==> config.mk <==
export PLATFORM = sky130hd
export DESIGN_NAME = sg_walker
export DESIGN_NICKNAME = d
export VERILOG_FILES = /design/src/rtl/sg_walker_pkg.sv /design/src/rtl/sg_walker_idx.sv /design/src/rtl/sg_walker_desc.sv /design/src/rtl/sg_walker_ctrl.sv /design/src/rtl/sg_walker.sv
export SDC_FILE = /design/constraint.sdc
export NUM_CORES = 1
export LEC_CHECK = 0
export ABC_AREA = 1
export BUFFER_PORTS_ARGS = -buffer_cell sky130_fd_sc_hd__buf_2
export CAP_MARGIN = 20
export CELL_PAD_IN_SITES_DETAIL_PLACEMENT = 0
export CELL_PAD_IN_SITES_GLOBAL_PLACEMENT = 1
export CORE_MARGIN = 2
export CORE_UTILIZATION = 36
export CTS_CLUSTER_SIZE = 16
export DETAILED_ROUTE_END_ITERATION = 16
export GPL_TIMING_DRIVEN = 0
export HOLD_SLACK_MARGIN = 0.15
export MAX_ROUTING_LAYER = met4
export PLACE_DENSITY = 0.89
export RECOVER_POWER = 100
export SLEW_MARGIN = 20
export SYNTH_ARGS = -nofsm -noshare
export SYNTH_HDL_FRONTEND = slang
export SYNTH_HIERARCHICAL = 1
export SYNTH_SLANG_ARGS = --single-unit
==> constraint.sdc <==
create_clock -name clk_i -period 2.8 [get_ports clk_i]
set_clock_uncertainty 0.2 [all_clocks]
set_input_delay 0.28 -clock clk_i [delete_from_list [all_inputs] [get_ports clk_i]]
set_output_delay 0.28 -clock clk_i [all_outputs]
set_load 0.005 [all_outputs]
==> src/rtl/sg_walker_pkg.sv <==
package sg_walker_pkg;
  localparam int WORD_W    = 32;
  localparam int LAST_POS  = 31;
  localparam int DESC_STEP = 8;
  localparam int ADR_OFF   = 4;

  typedef enum logic [2:0] {
    ST_IDLE,
    ST_RD_LEN,
    ST_RD_ADR,
    ST_SEND,
    ST_DONE
  } sg_state_e;
endpackage

==> src/rtl/sg_walker_idx.sv <==
module sg_walker_idx #(
  parameter int MAX_ENTRIES = 16,
  localparam int IDX_W = (MAX_ENTRIES > 1) ? $clog2(MAX_ENTRIES) : 1
) (
  input  logic             clk_i,
  input  logic             rst_ni,
  input  logic             clr_i,
  input  logic             inc_i,
  output logic [IDX_W-1:0] idx_o,
  output logic             at_limit_o
);
  logic [IDX_W-1:0] idx_q;

  always_ff @(posedge clk_i or negedge rst_ni) begin
    if (!rst_ni)    idx_q <= '0;
    else if (clr_i) idx_q <= '0;
    else if (inc_i) idx_q <= idx_q + 1'b1;
  end

  assign idx_o      = idx_q;
  assign at_limit_o = (idx_q == IDX_W'(MAX_ENTRIES - 1));
endmodule

==> src/rtl/sg_walker_desc.sv <==
module sg_walker_desc
  import sg_walker_pkg::*;
#(
  parameter int ADDR_W = 32,
  parameter int LEN_W  = 28
) (
  input  logic              clk_i,
  input  logic              rst_ni,
  input  logic              ld_len_i,
  input  logic              ld_adr_i,
  input  logic [WORD_W-1:0] rdata_i,
  output logic [ADDR_W-1:0] adr_o,
  output logic [LEN_W-1:0]  len_o,
  output logic              last_o
);
  localparam logic [WORD_W-1:0] ADR_MASK = ~(WORD_W'(1) << LAST_POS);

  logic [WORD_W-1:0] adr_m;
  logic [ADDR_W-1:0] adr_q;
  logic [LEN_W-1:0]  len_q;
  logic              last_q;

  assign adr_m = rdata_i & ADR_MASK;

  always_ff @(posedge clk_i or negedge rst_ni) begin
    if (!rst_ni) begin
      len_q  <= '0;
      last_q <= 1'b0;
    end else if (ld_len_i) begin
      len_q  <= rdata_i[LEN_W-1:0];
      last_q <= rdata_i[LAST_POS];
    end
  end

  always_ff @(posedge clk_i or negedge rst_ni) begin
    if (!rst_ni)       adr_q <= '0;
    else if (ld_adr_i) adr_q <= adr_m[ADDR_W-1:0];
  end

  assign adr_o  = adr_q;
  assign len_o  = len_q;
  assign last_o = last_q;
endmodule

==> src/rtl/sg_walker_ctrl.sv <==
module sg_walker_ctrl
  import sg_walker_pkg::*;
(
  input  logic      clk_i,
  input  logic      rst_ni,
  input  logic      start_i,
  input  logic      rvalid_i,
  input  logic      seg_ready_i,
  input  logic      last_i,
  input  logic      at_limit_i,
  output sg_state_e state_o,
  output logic      base_ld_o,
  output logic      ld_len_o,
  output logic      ld_adr_o,
  output logic      idx_clr_o,
  output logic      idx_inc_o,
  output logic      err_o
);
  sg_state_e state_q, state_d;
  logic      err_q, err_d;

  always_comb begin
    state_d   = state_q;
    err_d     = err_q;
    base_ld_o = 1'b0;
    ld_len_o  = 1'b0;
    ld_adr_o  = 1'b0;
    idx_clr_o = 1'b0;
    idx_inc_o = 1'b0;
    unique case (state_q)
      ST_IDLE: if (start_i) begin
        base_ld_o = 1'b1;
        idx_clr_o = 1'b1;
        err_d     = 1'b0;
        state_d   = ST_RD_LEN;
      end
      ST_RD_LEN: if (rvalid_i) begin
        ld_len_o = 1'b1;
        state_d  = ST_RD_ADR;
      end
      ST_RD_ADR: if (rvalid_i) begin
        ld_adr_o = 1'b1;
        state_d  = ST_SEND;
      end
      ST_SEND: if (seg_ready_i) begin
        if (last_i) begin
          state_d = ST_DONE;
        end else if (at_limit_i) begin
          err_d   = 1'b1;
          state_d = ST_DONE;
        end else begin
          idx_inc_o = 1'b1;
          state_d   = ST_RD_LEN;
        end
      end
      ST_DONE: state_d = ST_IDLE;
      default: state_d = ST_IDLE;
    endcase
  end

  always_ff @(posedge clk_i or negedge rst_ni) begin
    if (!rst_ni) begin
      state_q <= ST_IDLE;
      err_q   <= 1'b0;
    end else begin
      state_q <= state_d;
      err_q   <= err_d;
    end
  end

  assign state_o = state_q;
  assign err_o   = err_q;
endmodule

==> src/rtl/sg_walker.sv <==
module sg_walker
  import sg_walker_pkg::*;
#(
  parameter int MAX_ENTRIES = 16,
  parameter int ADDR_W      = 32,
  parameter int LEN_W       = 28,
  localparam int IDX_W = (MAX_ENTRIES > 1) ? $clog2(MAX_ENTRIES) : 1
) (
  input  logic              clk_i,
  input  logic              rst_ni,
  input  logic              start_i,
  input  logic [ADDR_W-1:0] base_i,
  output logic              busy_o,
  output logic              mem_req_o,
  output logic [ADDR_W-1:0] mem_addr_o,
  input  logic              mem_rvalid_i,
  input  logic [WORD_W-1:0] mem_rdata_i,
  output logic              seg_valid_o,
  input  logic              seg_ready_i,
  output logic [ADDR_W-1:0] seg_addr_o,
  output logic [LEN_W-1:0]  seg_len_o,
  output logic              seg_last_o,
  output logic              done_o,
  output logic              err_o
);
  sg_state_e         state;
  logic              base_ld, ld_len, ld_adr, idx_clr, idx_inc, at_limit;
  logic [IDX_W-1:0]  idx;
  logic [ADDR_W-1:0] base_q, ent_off, word_off;

  sg_walker_ctrl u_ctrl (
    .clk_i       (clk_i),
    .rst_ni      (rst_ni),
    .start_i     (start_i),
    .rvalid_i    (mem_rvalid_i),
    .seg_ready_i (seg_ready_i),
    .last_i      (seg_last_o),
    .at_limit_i  (at_limit),
    .state_o     (state),
    .base_ld_o   (base_ld),
    .ld_len_o    (ld_len),
    .ld_adr_o    (ld_adr),
    .idx_clr_o   (idx_clr),
    .idx_inc_o   (idx_inc),
    .err_o       (err_o)
  );

  sg_walker_idx #(.MAX_ENTRIES(MAX_ENTRIES)) u_idx (
    .clk_i      (clk_i),
    .rst_ni     (rst_ni),
    .clr_i      (idx_clr),
    .inc_i      (idx_inc),
    .idx_o      (idx),
    .at_limit_o (at_limit)
  );

  sg_walker_desc #(.ADDR_W(ADDR_W), .LEN_W(LEN_W)) u_desc (
    .clk_i    (clk_i),
    .rst_ni   (rst_ni),
    .ld_len_i (ld_len),
    .ld_adr_i (ld_adr),
    .rdata_i  (mem_rdata_i),
    .adr_o    (seg_addr_o),
    .len_o    (seg_len_o),
    .last_o   (seg_last_o)
  );

  always_ff @(posedge clk_i or negedge rst_ni) begin
    if (!rst_ni)      base_q <= '0;
    else if (base_ld) base_q <= base_i;
  end

  // entry stride is 8 bytes; address word sits 4 bytes in
  assign ent_off    = ADDR_W'({idx, 3'b000});
  assign word_off   = (state == ST_RD_ADR) ? ADDR_W'(ADR_OFF) : '0;
  assign mem_addr_o = base_q + ent_off + word_off;
  assign mem_req_o  = (state == ST_RD_LEN) || (state == ST_RD_ADR);
  assign seg_valid_o = (state == ST_SEND);
  assign done_o     = (state == ST_DONE);
  assign busy_o     = (state != ST_IDLE);
endmodule

# After elaboration in Yosys (flattened, before gate mapping)
# Cells that the tools add are included.
# W data, S select, Z words.
# classes
n_addsub	3
n_eq_ne	11
muxes	24
n_reduce_logical	7
# ops
op	count
$add A32 B3 Y32	1
$add A32 B7 Y32	1
$mux W3	7
$mux W1	13
$pmux W3 S4	1
$mux W4	2
$ne A2 B2 Y1 const B	4
$eq A3 B2 Y1 const B	2
$reduce_and A5 Y1	1
$add A4 B1 Y4 const B	1
$eq A4 B4 Y1 const B	1
$ne A2 B1 Y1 const B	2
$reduce_and A4 Y1	1
$reduce_bool A2 Y1	2
$eq A3 B1 Y1 const B	1
$eq A3 B3 Y1 const B	1
$logic_not A3 Y1	1
$reduce_bool A3 Y1	1
$pmux W1 S2	1
$logic_or A1 B1 Y1	1
# word_totals
ff_bits	100
inputBits	69
wordCells	52

# Logic depth before layout (Yosys ltp)
# logic_depth
ltp_word	7
mapped_depth	14
depth_no_buf	14

# Hierarchy
# The synthesis kept the hierarchy.
# by_module_without_submodules
mod	instances	cells_per_inst	area_per_inst_um2	seq_area_each_um2
sg_walker	1	359	2347.3	800.8
sg_walker_desc	1	256	2273.4	1501.4
sg_walker_ctrl	1	46	291.5	100.1
sg_walker_idx	1	26	211.5	100.1

# Worst setup path after synthesis
# Ideal clock, no wire load.
# synth_timing
path_kind	flip-flop to output port
startpoint	register u_ctrl.state_q[2], in the netlist u_ctrl/state_o[2]
endpoint	output mem_addr_o[30]
arrival_ns	1.951
required_ns	2.320
setup_slack_ns	0.369
path_stages_with_launch	14
path_buffers	0
path_cell_list	dfrtp_1 -> inv_1 -> nand2_1 -> nor2_1 -> ha_1 -> inv_1 -> fa_1 -> inv_1 -> nand2_1 -> a21oi_1 -> nand2_1 -> nand2_1 -> nand3_1 -> nand2_1
# synth_via
elab_chain_cells	3
# synth_lines
element	line_no	source
from (decl)	sg_walker_ctrl.sv:19	sg_state_e state_q, state_d;
from (signal assigned)	sg_walker_ctrl.sv:66	state_q <= state_d;
$eq A3 B2 Y1	sg_walker.sv:75	assign word_off = (state == ST_RD_ADR) ? ADDR_W'(ADR_OFF) : '0;
$mux W3	sg_walker.sv:75	
$add A32 B3 Y32	sg_walker.sv:76	assign mem_addr_o = base_q + ent_off + word_off;
to (decl)	sg_walker.sv:15	output logic [ADDR_W-1:0] mem_addr_o,
# Every way passes these cells.

# Final worst setup path
# Same ends and word-level chain as after synthesis.

==> flow_metrics.py <==
metrics = {
    "run": {
        "maxCapViolCount": 0,
    },
    "worst_setup_path": {
        "r2r_end": "base_q[28]$_DFFE_PN0P_",
        "path_cells": "inv_2 > nand2_1 > nor2_1 > ha_2 > inv_2 > fa_2 > inv_2 > nand2_4 > nand2_4 > nand3_4 > nand2_8 > nand3_1 > nand2_1 > nand2_2 > buf_2",
        "cp_top_family": "simple AND/OR/NAND/NOR gates",
        "critPathCaptureType": "output port",
        "cp_data_arrival_time_ns": 2.33,
        "path_common_cell": "inv_2",
        "critPathRequiredTime_ns": 2.32,
        "r2r-start": "u_ctrl/state_o[2]$_DFFE_PN0P_",
        "r2r_cells": 9,
        "cp_slowest_cell": "dfrtp_2",
        "max_stage_delay_ns": 0.42,
        "crit_path_start_kind": "flip-flop",
        "ff2ff_setup_slack_ns": 0.19,
        "critPathMaxFanout": 7,
        "critPathKind": "flip-flop to output port",
        "crit_buf_inv": 4,
        "startpoint": "u_ctrl/state_o[2]$_DFFE_PN0P_",
    },
    "logic_synthesis": {
        "ys_seq_area_share_pct": 48.84,
        "syn_nets": 763,
        "yosys_warnings": 6,
        "postSynthCellCount": 687,
        "synth-edff-count": 0,
        "ys_types": 32,
        "ys_top_cells_by_count": "nand2_1, dfrtp_1, inv_1",
        "synth_area_per_cell_um2": 7.458,
        "synth_top_area_cell": "dfrtp_1",
        "synth_flop_cell": "dfrtp_1",
        "async_flop_share_pct": 100.0,
        "syn_area_um2": 5124,
        "synth.area.top_cells": "dfrtp_1, nand2_1, inv_1, nor2_1, nand3_1",
        "yosys.cell_count.top_type": "nand2_1",
        "synth_top_area_share_pct": 48.84,
        "synth-seq-cells": 100,
    },
    "global_route": {
        "grt_max_degree": 58,
        "grt_usage_pct": 21.40,
        "first_global_vias": 5070,
        "antenna_found_initial": 0,
        "overflow": 0,
        "grt_pass1_wl_um": 24330,
    },
    "clock_network": {
        "numCtsBuffers": 9,
        "htreeDepth": 3,
        "cts_tree": "done",
        "path_clk_slew_ns": 0.07,
        "clk_latency_ns": 0.35,
        "clockBufferDepth": 2,
        "clockRootBuffer": "clkbuf_16",
        "cts.sinks": 100,
    },
    "sta": {
        "relSlewSlack_pct": 23.15,
        "worstMarginPinSlew_ns": 1.153,
        "hold_ws_ns": 0.1679,
        "fmax_mhz": 355.9,
        "hold_violations": 0,
        "setup_ws_ns": -0.009394,
        "min_period_ns": 2.809,
        "rsz0062_at_grt": "yes",
        "setup_viol": 1,
        "final-max-slew-violation-count": 0,
        "tns_ns": -0.009394,
        "finalCritPeriodShare_pct": 100.3,
    },
    "placed_design": {
        "place_congestion": 0.8987,
        "placed_cells": 1033,
        "hpwl_um": 10990,
        "placed_area_um2": 6208,
        "io_buffers": 165,
    },
    "finish": {
        "stdcell_count": 1126,
        "finalInstanceArea_um2": 7239,
        "area_delta_synth_final_pct": 41.29,
        "n_antenna_cell": 0,
        "nets": 1017,
        "drive_gt1_share_pct": 21.14,
    },
    "floorplanning": {
        "ios": 167,
        "core_area_um2": 13880,
        "dieArea_um2": 15200,
        "start_util_pct": 36.91,
        "die_h_um": 123.3,
        "rows": 43,
        "fp.dieW_um": 123.3,
    },
    "pwr": {
        "ir_drop_mv": 0.5509,
        "finalPower_mw": 6.859,
        "power_per_cell_area_nw_per_um2": 947.4,
        "power.leakage_nw": 3.800,
    },
    "hold_path": {
        "worstHoldStart": "seg_ready_i",
        "holdPathStages": 5,
        "min_to": "u_idx/idx_o[1]$_DFFE_PN0P_",
        "hold_class": "primary input to flip-flop",
    },
    "drt": {
        "wire_per_inst_um": 13.57,
        "post-route-drc-count": 0,
        "num_vias": 5146,
        "viasPerCell": 4.570,
        "ant_nets": 0,
        "wirelength_um": 15280,
        "first_pass_iters": 5,
        "drtIter0Drc": 210,
    },
    "outcome": {
        "outcome": "finished with violations",
        "violations": "negative setup slack",
    },
}
==> power breakdown <==
group	switching (mW)	internal, mW	leakage [nW]	total [mW]
combinational	1.76	1.26	2.42	3.02
sequential	0.500	2.11	1.24	2.61
clock	0.590	0.639	0.133	1.23
total	2.85	4.01	3.80	6.86
==> cell type report <==
type	instances	area, µm²
well taps	180	225.2
clock buffers	11	242.7
inverters	59	221.5
plain buffers	22	112.6
repair buffers	243	1518
clock inverters	5	41.29
fillers	1373	6641
multi-input cells	506	2372
flip-flops and latches	100	2506
==> tightest hold or removal path, stage by stage <==
cell and delay [ns]:
buf_2 0.09, inv_1 0.07, nor2_1 0.10, nand3_1 0.09, nand2_1 0.05
==> kinds of logic (layout without fill, tap and decap cells) <==
kind of cell	Yosys count	in the layout	synth area share (%)
flops	100	100	48.84
simple gates	447	447	35.02
xor+xnor	10	10	1.710
buf+inv	81	340	6.911
fa+ha+maj	7	7	1.856
other cells	1	1	0.07319
mux	12	12	2.637
compound gates	29	29	2.955
==> flip-flops by register name, indices dropped and copies added, names as in the netlist <==
name            flops
base_q             32
u_ctrl/err_o        1
u_ctrl/state_o      3
u_desc/adr_o       31
u_desc/last_o       1
u_desc/len_o       28
u_idx/idx_o         4
==> worst max path at each step <==
stage,end,slack (ns),depth (start not counted)
final,mem_addr_o[30],-0.009,15
after global routing,mem_addr_o[22],-0.16,14
after CTS,mem_addr_o[22],-0.11,14
after detailed placement,mem_addr_o[30],-0.07,14
after global placement,mem_addr_o[30],-0.05,14
after floorplan,mem_addr_o[30],0.37,13
==> cells in the final DEF (no fill, tap or decap), types with 3 or more instances in the layout <==
master,netlist,final
a21oi_1,4,3
buf_2,10,118
buf_4,6,11
clkbuf_1,2,61
clkbuf_16,0,9
clkbuf_4,0,3
dfrtp_1,100,97
dfrtp_2,0,3
dlygate4sd3_1,0,68
ha_1,6,5
inv_1,57,54
inv_2,2,3
inv_6,0,3
mux2_2,12,12
nand2_1,340,331
nand2_2,6,12
nand3_1,33,27
nand3_2,1,5
nand4_1,5,5
nor2_1,50,51
nor2_2,4,3
o21ai_0,23,23
xor2_1,8,8
==> repair_timing <==
| action | 4_1_cts | 5_1_grt |
|---|---|---|
| gates resized for setup | 19 | 13 |
| setup endpoints to repair | 13 | 13 |
| endpoints found under the hold margin | 196 | 0 |
| pin swaps | 10 | 13 |
| hold buffers | 68 | 0 |
| buffers inserted | 7 | 2 |
==> metrics by stage <==
| step | util, % | worst slack (ns) |
|---|---|---|
| after floorplan | - | 0.3691 |
| after global placement | 44.48 | -0.05057 |
| after detailed placement | 44.73 | -0.07149 |
| after CTS | 52.50 | -0.1052 |
| after global routing | 52.15 | -0.1558 |
| final | 52.15 | -0.009394 |
==> per-layer routing <==
layer / track usage (%) / part of all wire [%] / up-vias
li1: - / - / 2607
met5: - / 0 / -
met4: 4.403 / 0.88 / 0
met3: 5.535 / 6.6 / 12
met1: 25.97 / 43 / 2362
met2: 36.09 / 49 / 165
Power figures use the tool's default switching activity.
